[src/rtl/vol_atten_pkg.sv]
package vol_atten_pkg;

   localparam int VOL_CODE_W = 6;
   localparam int GAIN_W     = 16;
   localparam int GAIN_FRAC  = 15;
   localparam int UNITY      = 1 << GAIN_FRAC;
   localparam int ROUND_HALF = 1 << (GAIN_FRAC - 1);

   // attenuation in dB for a code, -1 meaning silence
   function automatic int code_to_db(input int code);
      int db;
      if (code < 2)        db = 0;
      else if (code <= 52) db = code - 1;
      else if (code == 53) db = 52;
      else if (code == 54) db = 54;
      else if (code == 55) db = 57;
      else if (code == 56) db = 60;
      else                 db = -1;
      return db;
   endfunction

   // linear Q1.15 factor for a code, rounded to nearest
   function automatic int code_to_gain(input int code);
      int  db;
      real lin;
      db = code_to_db(code);
      if (db < 0) return 0;
      lin = real'(UNITY) * (10.0 ** (-real'(db) / 20.0));
      return int'(lin);
   endfunction

endpackage

[src/rtl/vol_gain_rom.sv]
module vol_gain_rom
   import vol_atten_pkg::*;
#(
   parameter int CODE_W = VOL_CODE_W,
   parameter int OUT_W  = GAIN_W
) (
   input  logic [CODE_W-1:0] code,
   output logic [OUT_W-1:0]  gain
);

   localparam int DEPTH = 1 << CODE_W;

   if (CODE_W != VOL_CODE_W) begin : g_bad_code_w
      $error("vol_gain_rom: CODE_W must equal %0d", VOL_CODE_W);
   end
   if (OUT_W < GAIN_FRAC + 1) begin : g_bad_out_w
      $error("vol_gain_rom: OUT_W too narrow for unity gain");
   end

   logic [OUT_W-1:0] tbl [DEPTH];

   for (genvar c = 0; c < DEPTH; c++) begin : g_entry
      assign tbl[c] = OUT_W'(code_to_gain(c));
   end

   assign gain = tbl[code];

endmodule

[src/rtl/vol_soft_ramp.sv]
module vol_soft_ramp
   import vol_atten_pkg::*;
#(
   parameter int STEP = 1024
) (
   input  logic              clk,
   input  logic              rst_n,
   input  logic              frame_en,
   input  logic              mute_req,
   output logic [GAIN_W-1:0] ramp
);

   localparam logic [GAIN_W:0] FULL_X = (GAIN_W+1)'(UNITY);
   localparam logic [GAIN_W:0] STEP_X = (GAIN_W+1)'(STEP);

   if (STEP < 1 || STEP > UNITY) begin : g_bad_step
      $error("vol_soft_ramp: STEP must lie in 1..%0d", UNITY);
   end

   logic [GAIN_W-1:0] ramp_q, ramp_n;
   logic [GAIN_W:0]   up_sum;

   always_comb begin
      up_sum = {1'b0, ramp_q} + STEP_X;
      if (mute_req) begin
         if ({1'b0, ramp_q} > STEP_X) ramp_n = ramp_q - STEP_X[GAIN_W-1:0];
         else                         ramp_n = '0;
      end else begin
         if (up_sum >= FULL_X) ramp_n = FULL_X[GAIN_W-1:0];
         else                  ramp_n = up_sum[GAIN_W-1:0];
      end
   end

   always_ff @(posedge clk) begin
      if (!rst_n)        ramp_q <= FULL_X[GAIN_W-1:0];
      else if (frame_en) ramp_q <= ramp_n;
   end

   assign ramp = ramp_q;

   // ramp moves only on accepted frames
   assert_ramp_hold_R7: assert property (@(posedge clk) disable iff (!rst_n)
      !frame_en |=> $stable(ramp_q));

   // muted frame lowers a nonzero ramp
   assert_ramp_falls_R8: assert property (@(posedge clk) disable iff (!rst_n)
      (frame_en && mute_req && ramp_q != '0) |=> (ramp_q < $past(ramp_q)));

   // unmuted frame raises a ramp below unity
   assert_ramp_rises_R9: assert property (@(posedge clk) disable iff (!rst_n)
      (frame_en && !mute_req && {1'b0, ramp_q} != FULL_X) |=> (ramp_q > $past(ramp_q)));

   // ramp never passes unity
   assert_ramp_cap_R9: assert property (@(posedge clk) disable iff (!rst_n)
      {1'b0, ramp_q} <= FULL_X);

endmodule

[src/rtl/vol_lane_scale.sv]
module vol_lane_scale
   import vol_atten_pkg::*;
#(
   parameter int DATA_W = 20
) (
   input  logic                     clk,
   input  logic                     rst_n,
   input  logic                     load,
   input  logic signed [DATA_W-1:0] samp,
   input  logic [GAIN_W-1:0]        gain,
   output logic signed [DATA_W-1:0] result
);

   localparam int PW = DATA_W + GAIN_W + 1;
   localparam logic signed [PW-1:0] HALF = PW'(ROUND_HALF);
   localparam logic signed [PW-1:0] MAXV = PW'((64'(1) << (DATA_W - 1)) - 1);
   localparam logic signed [PW-1:0] MINV = -PW'(64'(1) << (DATA_W - 1));

   logic signed [PW-1:0]     prod, rnd, shf;
   logic signed [DATA_W-1:0] sat_d;

   always_comb begin
      prod = $signed({{(PW-DATA_W){samp[DATA_W-1]}}, samp})
           * $signed({{(PW-GAIN_W){1'b0}}, gain});
      rnd  = prod + HALF;
      shf  = rnd >>> GAIN_FRAC;
      if (shf > MAXV)      sat_d = MAXV[DATA_W-1:0];
      else if (shf < MINV) sat_d = MINV[DATA_W-1:0];
      else                 sat_d = shf[DATA_W-1:0];
   end

   always_ff @(posedge clk) begin
      if (!rst_n)    result <= '0;
      else if (load) result <= sat_d;
   end

   function automatic logic [DATA_W:0] mag(input logic signed [DATA_W-1:0] x);
      logic signed [DATA_W:0] e;
      e = {x[DATA_W-1], x};
      return e[DATA_W] ? (DATA_W+1)'(-e) : (DATA_W+1)'(e);
   endfunction

   // no sample grows in magnitude
   assert_no_growth_R11: assert property (@(posedge clk) disable iff (!rst_n)
      load |=> (mag(result) <= mag($past(samp))));

endmodule

[src/rtl/vol_atten_stage.sv]
module vol_atten_stage
   import vol_atten_pkg::*;
#(
   parameter int DATA_W    = 20,
   parameter int RAMP_STEP = 1024
) (
   input  logic                         clk,
   input  logic                         rst_n,
   input  logic                         in_valid,
   input  logic signed [DATA_W-1:0]     in_left,
   input  logic signed [DATA_W-1:0]     in_right,
   input  logic [VOL_CODE_W-1:0]        vol_code,
   input  logic                         mute,
   output logic                         out_valid,
   output logic signed [DATA_W-1:0]     out_left,
   output logic signed [DATA_W-1:0]     out_right
);

   localparam int NCH    = 2;
   localparam int PROD_W = 2 * GAIN_W;

   if (DATA_W < 8 || DATA_W > 32) begin : g_bad_data_w
      $error("vol_atten_stage: DATA_W must lie in 8..32");
   end

   logic [GAIN_W-1:0]        vol_gain, ramp_gain, eff_d, eff_q;
   logic [PROD_W-1:0]        gprod;
   logic                     frame_v;
   logic signed [DATA_W-1:0] samp_d   [NCH];
   logic signed [DATA_W-1:0] samp_q   [NCH];
   logic signed [DATA_W-1:0] lane_out [NCH];

   vol_gain_rom #(
      .CODE_W (VOL_CODE_W),
      .OUT_W  (GAIN_W)
   ) u_rom (
      .code (vol_code),
      .gain (vol_gain)
   );

   vol_soft_ramp #(
      .STEP (RAMP_STEP)
   ) u_ramp (
      .clk      (clk),
      .rst_n    (rst_n),
      .frame_en (in_valid),
      .mute_req (mute),
      .ramp     (ramp_gain)
   );

   always_comb begin
      gprod = PROD_W'(vol_gain) * PROD_W'(ramp_gain) + PROD_W'(ROUND_HALF);
      eff_d = GAIN_W'(gprod >> GAIN_FRAC);
   end

   assign samp_d[0] = in_left;
   assign samp_d[1] = in_right;

   always_ff @(posedge clk) begin
      if (!rst_n) begin
         frame_v <= 1'b0;
         eff_q   <= '0;
         for (int ch = 0; ch < NCH; ch++) samp_q[ch] <= '0;
      end else begin
         frame_v <= in_valid;
         if (in_valid) begin
            eff_q <= eff_d;
            for (int ch = 0; ch < NCH; ch++) samp_q[ch] <= samp_d[ch];
         end
      end
   end

   for (genvar ch = 0; ch < NCH; ch++) begin : g_lane
      vol_lane_scale #(
         .DATA_W (DATA_W)
      ) u_lane (
         .clk    (clk),
         .rst_n  (rst_n),
         .load   (frame_v),
         .samp   (samp_q[ch]),
         .gain   (eff_q),
         .result (lane_out[ch])
      );
   end

   always_ff @(posedge clk) begin
      if (!rst_n) out_valid <= 1'b0;
      else        out_valid <= frame_v;
   end

   assign out_left  = lane_out[0];
   assign out_right = lane_out[1];

   // accepted frame appears two edges later
   assert_latency_R1: assert property (@(posedge clk) disable iff (!rst_n)
      in_valid |=> ##1 out_valid);

   // no output without a frame two edges earlier
   assert_no_spurious_R1: assert property (@(posedge clk) disable iff (!rst_n)
      !in_valid |=> ##1 !out_valid);

   // silent codes give zero on both lanes
   assert_silent_code_R5: assert property (@(posedge clk) disable iff (!rst_n)
      (in_valid && vol_code >= VOL_CODE_W'(57)) |=> ##1 (out_left == '0 && out_right == '0));

   // combined gain never exceeds unity
   assert_gain_cap_R6: assert property (@(posedge clk) disable iff (!rst_n)
      frame_v |-> (eff_q <= GAIN_W'(UNITY)));

endmodule

[config.mk]
export PLATFORM = sky130hd
export DESIGN_NAME = vol_atten_stage
export DESIGN_NICKNAME = d
export VERILOG_FILES = /design/src/rtl/vol_atten_pkg.sv /design/src/rtl/vol_gain_rom.sv /design/src/rtl/vol_soft_ramp.sv /design/src/rtl/vol_lane_scale.sv /design/src/rtl/vol_atten_stage.sv
export SDC_FILE = /design/constraint.sdc
export NUM_CORES = 2
export LEC_CHECK = 0
export BUFFER_PORTS_ARGS = -buffer_cell sky130_fd_sc_hd__buf_2
export CELL_PAD_IN_SITES_DETAIL_PLACEMENT = 1
export CELL_PAD_IN_SITES_GLOBAL_PLACEMENT = 1
export CORE_MARGIN = 2
export CORE_UTILIZATION = 52
export DETAILED_ROUTE_END_ITERATION = 7
export GPL_ROUTABILITY_DRIVEN = 0
export PLACE_DENSITY_LB_ADDON = 0.1
export RECOVER_POWER = 25
export SLEW_MARGIN = 20
export SYNTH_ARGS = -nofsm -noshare
export SYNTH_HDL_FRONTEND = slang
export SYNTH_SLANG_ARGS = --single-unit
[constraint.sdc]
create_clock -name clk -period 9.65 [get_ports clk]
set_clock_uncertainty 0.05 [all_clocks]
set_input_delay 0 -clock clk [delete_from_list [all_inputs] [get_ports clk]]
set_output_delay 0 -clock clk [all_outputs]
set_load 0.1 [all_outputs]
==> Word-level counts from Yosys, hierarchy flattened <==
Memories as Yosys holds them, arrays and structs flattened.
Cells that the tools add are included.
{ "word_totals": {"regBits": 74, "latch_bits": 0, "ramBits": 40, "mem_bits_ro": 1024, "inputBits": 50, "output_inout_bits": 41, "word_cells": 41, "memories": 2} }
{ "mem_list": {"columns": ["memory", "words", "width", "rd", "rd_clocked_by_memory_dff", "wr", "line_no", "rtl"], "rows": [
  ["(name not given)", 64, 16, 1, 0, 0, "vol_gain_rom.sv:26", "assign gain = tbl[code];"],
  ["samp_q", 2, 20, 2, 0, 2, "vol_atten_stage.sv:30", "logic signed [DATA_W-1:0] samp_q [NCH];"]
]} }
{ "classes": {"addsub": 5, "multipliers": 3, "div": 0, "order_cmp": 7, "eq_ne": 0, "shifts": 0, "mux": 15, "bitwise_logic": 3, "n_reduce_logical": 0} }
{ "ops": {"columns": ["op", "count"], "rows": [
  ["2-to-1 mux 20 bit", 6],
  ["2-to-1 mux 16 bit", 5],
  ["adder 37 x 16 -> 37 bit (second input constant)", 2],
  ["multiplier 20 x 17 -> 37 bit", 2],
  ["greater-than comparator 22 x 20 -> 1 bit (second input constant)", 2],
  ["less-than comparator 22 x 20 -> 1 bit (second input constant)", 2],
  ["adder 31 x 15 -> 31 bit (second input constant)", 1],
  ["multiplier 16 x 16 -> 31 bit", 1],
  ["adder 16 x 11 -> 17 bit (second input constant)", 1],
  [">= comparator 17 x 16 -> 1 bit (second input constant)", 1],
  ["greater-than comparator 16 x 11 -> 1 bit (second input constant)", 1],
  ["subtractor 16 x 11 -> 16 bit (second input constant)", 1],
  [">= comparator 7 bit (second input constant)", 1],
  ["NOT 6 -> 7 bit", 1],
  ["2-to-1 mux 1 bit", 4],
  ["bitwise OR 1 bit", 2]
]} }

==> Logic depth before layout (Yosys ltp) <==
{ "depth": {"word_depth": 6, "ltp_mapped": 33, "ltp_nobuf": 32} }

==> Cells and area by module <==
A second synthesis with hierarchy kept.
{ "unflattened": {"hier_cells": 4380, "area_unflattened_um2": 39004.9} }
{ "modules_own_cells": {"columns": ["mod", "instances", "cells_per_inst", "area_each_um2", "seq_area_each_um2"], "rows": [
  ["vol_lane_scale at g_lane[0].u_lane", 1, 1511, 13392.8, 400.4],
  ["vol_lane_scale at g_lane[1].u_lane", 1, 1490, 13246.5, 400.4],
  ["vol_atten_stage", 1, 1118, 10495.1, 1561.5],
  ["vol_gain_rom", 1, 178, 1202.4, 0.0],
  ["vol_soft_ramp", 1, 83, 668.1, 120.1]
]} }

==> Worst setup path after synthesis <==
Ideal clock, no wire load.
{ "synth_path": {"path_kind": "input port to flip-flop", "start": "input vol_code[1]", "end": "register eff_q[9]", "setup_ns": 0.128, "t_arrival_ns": 6.776, "required_ns": 9.472, "path_slack_ns": 2.695, "stages": 29, "n_path_buf": 2, "cell_sequence": "clkbuf_1 > inv_1 > ha_1 > clkbuf_1 > or2_2 > a21oi_1 > o21ai_0 > mux4_2 > and2_1 > fa_1 > inv_1 > fa_1 > inv_1 > fa_1 > inv_1 > fa_1 > inv_1 > fa_1 > fa_1 > ha_1 > a21o_1 > a21o_1 > a21oi_1 > nand2_1 > o21ai_0 > o221ai_1 > a21oi_1 > xor2_1 > o21ai_0"} }
{ "synth_via": {"elab_chain_len": 6} }
{ "synth_rtl": {"columns": ["item", "line_no", "rtl"], "rows": [
  ["from (decl)", "vol_atten_stage.sv:12", "input logic [VOL_CODE_W-1:0] vol_code,"],
  ["NOT 6 -> 7 bit (implied by the code)", "vol_gain_rom.sv:26", null],
  ["memory (64 x 16 bit)", null, null],
  ["2-to-1 mux 16 bit (implied by the code) (2 in a row)", "vol_gain_rom.sv:26", null],
  ["multiplier 16 x 16 -> 31 bit", "vol_atten_stage.sv:52", "gprod = PROD_W'(vol_gain) * PROD_W'(ramp_gain) + PROD_W'(ROUND_HALF);"],
  ["adder 31 x 15 -> 31 bit", "vol_atten_stage.sv:52", null],
  ["to (signal assigned)", "vol_atten_stage.sv:62", "eff_q <= '0;"],
  ["to (signal assigned)", "vol_atten_stage.sv:67", "eff_q <= eff_d;"],
  ["to (decl)", "vol_atten_stage.sv:26", "logic [GAIN_W-1:0] vol_gain, ramp_gain, eff_d, eff_q;"]
]} }
Every way passes these cells. The select of a mux whose other input is x is not followed.
A chain may end at the register's enable or synchronous reset.

==> results by group <==
Outcome
  – Status: complete, but fails checks
  – Failing checks: capacitance limit, slew limit

Die
  – FP Rows: 96
  – Core box area: 68590 um2
  – Chip width: between 200 and 300 um
  – I/O pins: 91
  – Initial Utilization: 0.5258
  – Die ar.: 71480 um2
  – Die height: 267.4 um

Drt
  – Vias: 26510
  – Initial DRC count: 1300
  – Post-detailed-route count of antenna-violating nets: 0
  – WL final: 97160 um
  – DRC Markers: 0
  – Vias per cell: between 5 and 6
  – Initial DRT Pass Iterations: 5
  – Drt wl/cell: 19.32 um

Worst setup path
  – CP startpoint: samp_q[0][39]
  – Worst EP required: 9860 ps
  – R2r startpoint: samp_q[0][39]
  – Worst setup path class: reg2reg
  – Crit path arrival time: 8240 ps
  – Crit start category: flip-flop
  – Cell Chain, Critical Path: nand2_1, fa_1, fa_1, inv_1, fa_1, fa_1, fa_1, inv_1, fa_1, inv_1, ha_1, a21oi_1, o21ai_0, a211oi_1, o21a_1, nor2_1, o41ai_2, xnor2_1, o21ai_1, and2_1, a21oi_1
  – Crit path capture type: flip-flop
  – Crit-path most repeated cell: fa_1
  – Kind of cell adding the most delay to the critical path: adder cells
  – Crit-path slowest cell: edfxtp_1
  – Max incr delay on CP: 850 ps
  – Crit path max fanout: 19
  – Bufs and invs on worst path: 3

CTS
  – TritonCTS clock tree: built
  – Clock root cell: clkbuf_16
  – Max Buffers Root-to-Sink: 2
  – Clock sink count: 104
  – CTS clock-pin slew for the worst setup and hold paths: 100 ps
  – Clock Latency Late Sink: 420 ps
  – Number of CTS-inserted buffers: 9
  – H-tree depth: 3
  – Post-cts gate resize count: 0

Global route
  – Antenna violations before repair: 2
  – Gr usage total: 0.2876
  – GRT overflow: 0
  – Vias in the first global route: roughly 30000
  – First-pass GRT wire length: between 150000 and 200000 um
  – Largest net degree at the start of global routing: 60

STA
  – Final setup TNS: 0 ps
  – # setup viols final: 0
  – Slew margin rel.: -0.4471
  – Pins Over Slew Limit: just under 50
  – Max Fclk: 0.1244 GHz
  – Final period utilization: 0.8328
  – Hold Fails Final Rpt: 0
  – RSZ-0062 raised after global routing: no
  – Tmin final: 8037 ps
  – Worst-Margin Slew: about 2200 ps

Hold path
  – Hold wc startpoint: in_left[19]
  – Hold Path Class: in2reg

Synth
  – Synthesized instance count: 4016
  – FFs w/ async S/R, synth: 0
  – Synth Flop Type: dfxtp_1
  – Area of the mapped netlist: 36060 um2
  – Post-synth EDFFs: 40
  – Mapped Avg Cell Area: 8.980 um2
  – Synth unique cells: 80
  – Register area share after synthesis: 0.06883
  – Synth Register Bits: 104
  – Yosys warnings: 0

Placement
  – Post-DP HPWL: 77050 um
  – Placed Area: 37490 um2
  – Port bufs: 90
  – DP Cell Count: around 5000

Job
  – Max-cap viol count: 1

Power and ir drop
  – Pwr Density: 310.2 nW/um2
  – Sw Share: 0.5902
  – Combinational power share: 0.896
  – NetSw: approximately 7 mW
  – LEAKAGE: 20.43 nW
  – Power Internal: 4.857 mW
  – Sequential share of power: 0.068
  – Clock network power share: 0.036
  – Maximum VDD drop: 332.6 uV
  – Final Power: ~12 mW

Final layout
  – Layout Utilization: 0.5570
  – Post-route cell area: around 38000 um2
  – Final net count: 5273
  – Layout Cells excl Fill: 5029
  – Proportion of layout cells with a drive suffix above 1: 0.03931
  – P&R area growth vs syn: 5.926%
[power groups by stage]
stage | combinational (mW) | clock [mW] | sequential [mW]
CTS | 10.6 | 0.435 | 0.799
detailed placement | 10.5 | 0 | 0.806
floorplan | 7.65 | 0 | 1.20
finish | 10.6 | 0.430 | 0.805
global route | 12.1 | 0.454 | 0.823
global placement | 10.1 | 0 | 0.804
[routing by layer]
layer | GRT usage | vias to the layer above | share of wire
li1 | - | 11950 | -
met1 | 0.3527 | 13920 | 0.41
met2 | 0.5316 | 483 | 0.53
met5 | 0 | - | 0
met4 | 0.09824 | 0 | 0.034
met3 | 0.02262 | 163 | 0.030
[logic make-up (layout without fill, tap and decap cells)]
kind of cell | count (synthesis) | after routing | synth area share
simple gates | 1056 | 1056 | 0.1509
buf+inv | 1247 | 1246 | 0.1309
mux | 11 | 11 | 0.003400
fa+ha+maj | 1132 | 1132 | 0.5595
compound gates | 387 | 387 | 0.06762
other cells | 2 | 85 | 0.0002082
flops | 104 | 104 | 0.06883
xor+xnor | 77 | 77 | 0.01870
[final timing paths]
check / end / slack [ps] / cells after the start
setup reg to reg: g_lane[1].u_lane.result[1] / 1610 / 21
hold reg to reg: g_lane[1].u_lane.result[19] / 440 / 1
hold / removal: samp_q[0][19] / 90 / 2
setup / recovery: g_lane[1].u_lane.result[1] / 1610 / 21
[sequential cells by signal (all words and copies together), names as in the netlist]
name	count
frame_v	1
u_ramp.ramp	6
out_valid	1
g_lane.u_lane.result	40
samp_q	40
eff_q	16
[metrics by stage]
| stage | worst slack, ps | hold slack (ps) |
|---|---|---|
| 2_1_floorplan | 2695 | 77.86 |
| 3_3_place_gp | 1697 | 270.0 |
| 3_5_place_dp | 1570 | 273.1 |
| 4_1_cts | 1534 | 24.01 |
| 5_1_grt | 1140 | 28.27 |
| 6_report | 1613 | 86.28 |
[cell usage in the layout, fill, tap and decap left out, types with 12 or more instances in the layout]
master            n
inv_1          1073
fa_1            801
and2_1          431
nand2_1         382
ha_1            331
a21oi_1         125
o21ai_0         105
buf_2            84
conb_1           83
nor2_1           74
dfxtp_1          59
xnor2_1          51
and3_1           45
dlygate4sd3_1    40
edfxtp_1         40
a21o_1           32
nand3_1          31
xor2_1           26
buf_4            26
nor3_1           22
nor2b_1          21
a211oi_1         18
o21a_1           12
[worst register-to-register path: stages (launching register included)]
cell      delay, ps
edfxtp_1        850
nand2_1         310
fa_1            680
fa_1            780
inv_1           280
fa_1            540
fa_1            510
fa_1            490
inv_1            50
fa_1            470
inv_1            40
ha_1            340
a21oi_1         270
o21ai_0         200
a211oi_1        250
o21a_1          180
nor2_1           60
o41ai_2         340
xnor2_1         180
o21ai_1         100
and2_1          760
a21oi_1         150
[synthesized netlist by cell type, types with 6 or more instances]
master | count | share of area
a211oi_1 | 18 | 0.0037
a21o_1 | 32 | 0.0067
a21oi_1 | 125 | 0.017
a21oi_2 | 10 | 0.0024
a31oi_1 | 7 | 0.0012
and2_1 | 431 | 0.075
and3_1 | 45 | 0.0078
clkbuf_1 | 161 | 0.017
dfxtp_1 | 64 | 0.036
edfxtp_1 | 40 | 0.033
fa_1 | 801 | 0.44
ha_1 | 331 | 0.11
inv_1 | 1074 | 0.11
mux2i_1 | 10 | 0.0028
nand2_1 | 382 | 0.040
nand2b_1 | 8 | 0.0014
nand3_1 | 31 | 0.0043
nand4_1 | 6 | 0.0010
nor2_1 | 74 | 0.0077
nor2b_1 | 21 | 0.0036
nor3_1 | 22 | 0.0031
o211ai_1 | 10 | 0.0021
o21a_1 | 12 | 0.0025
o21ai_0 | 105 | 0.015
o21bai_1 | 6 | 0.0012
or2_2 | 6 | 0.0010
or3_1 | 9 | 0.0016
xnor2_1 | 51 | 0.012
xor2_1 | 26 | 0.0063
[timing repair]
action	CTS	global route
buffers inserted	0	0
hold endpoints to repair	40	0
hold buffers	40	0
[final cells by class]
class                           count  area, um2
Fill cell                        8047      30380
Multi-Input combinational cell   2746      29170
Inverter                         1074       4031
Sequential cell                   104       2489
Tap cell                          931       1165
Timing Repair Buffer              156       1039
Clock buffer                        9      225.2
Clock inverter                      7      81.33
Antenna cell                        2      5.005
No activity file was read; power rests on OpenSTA's default activity.
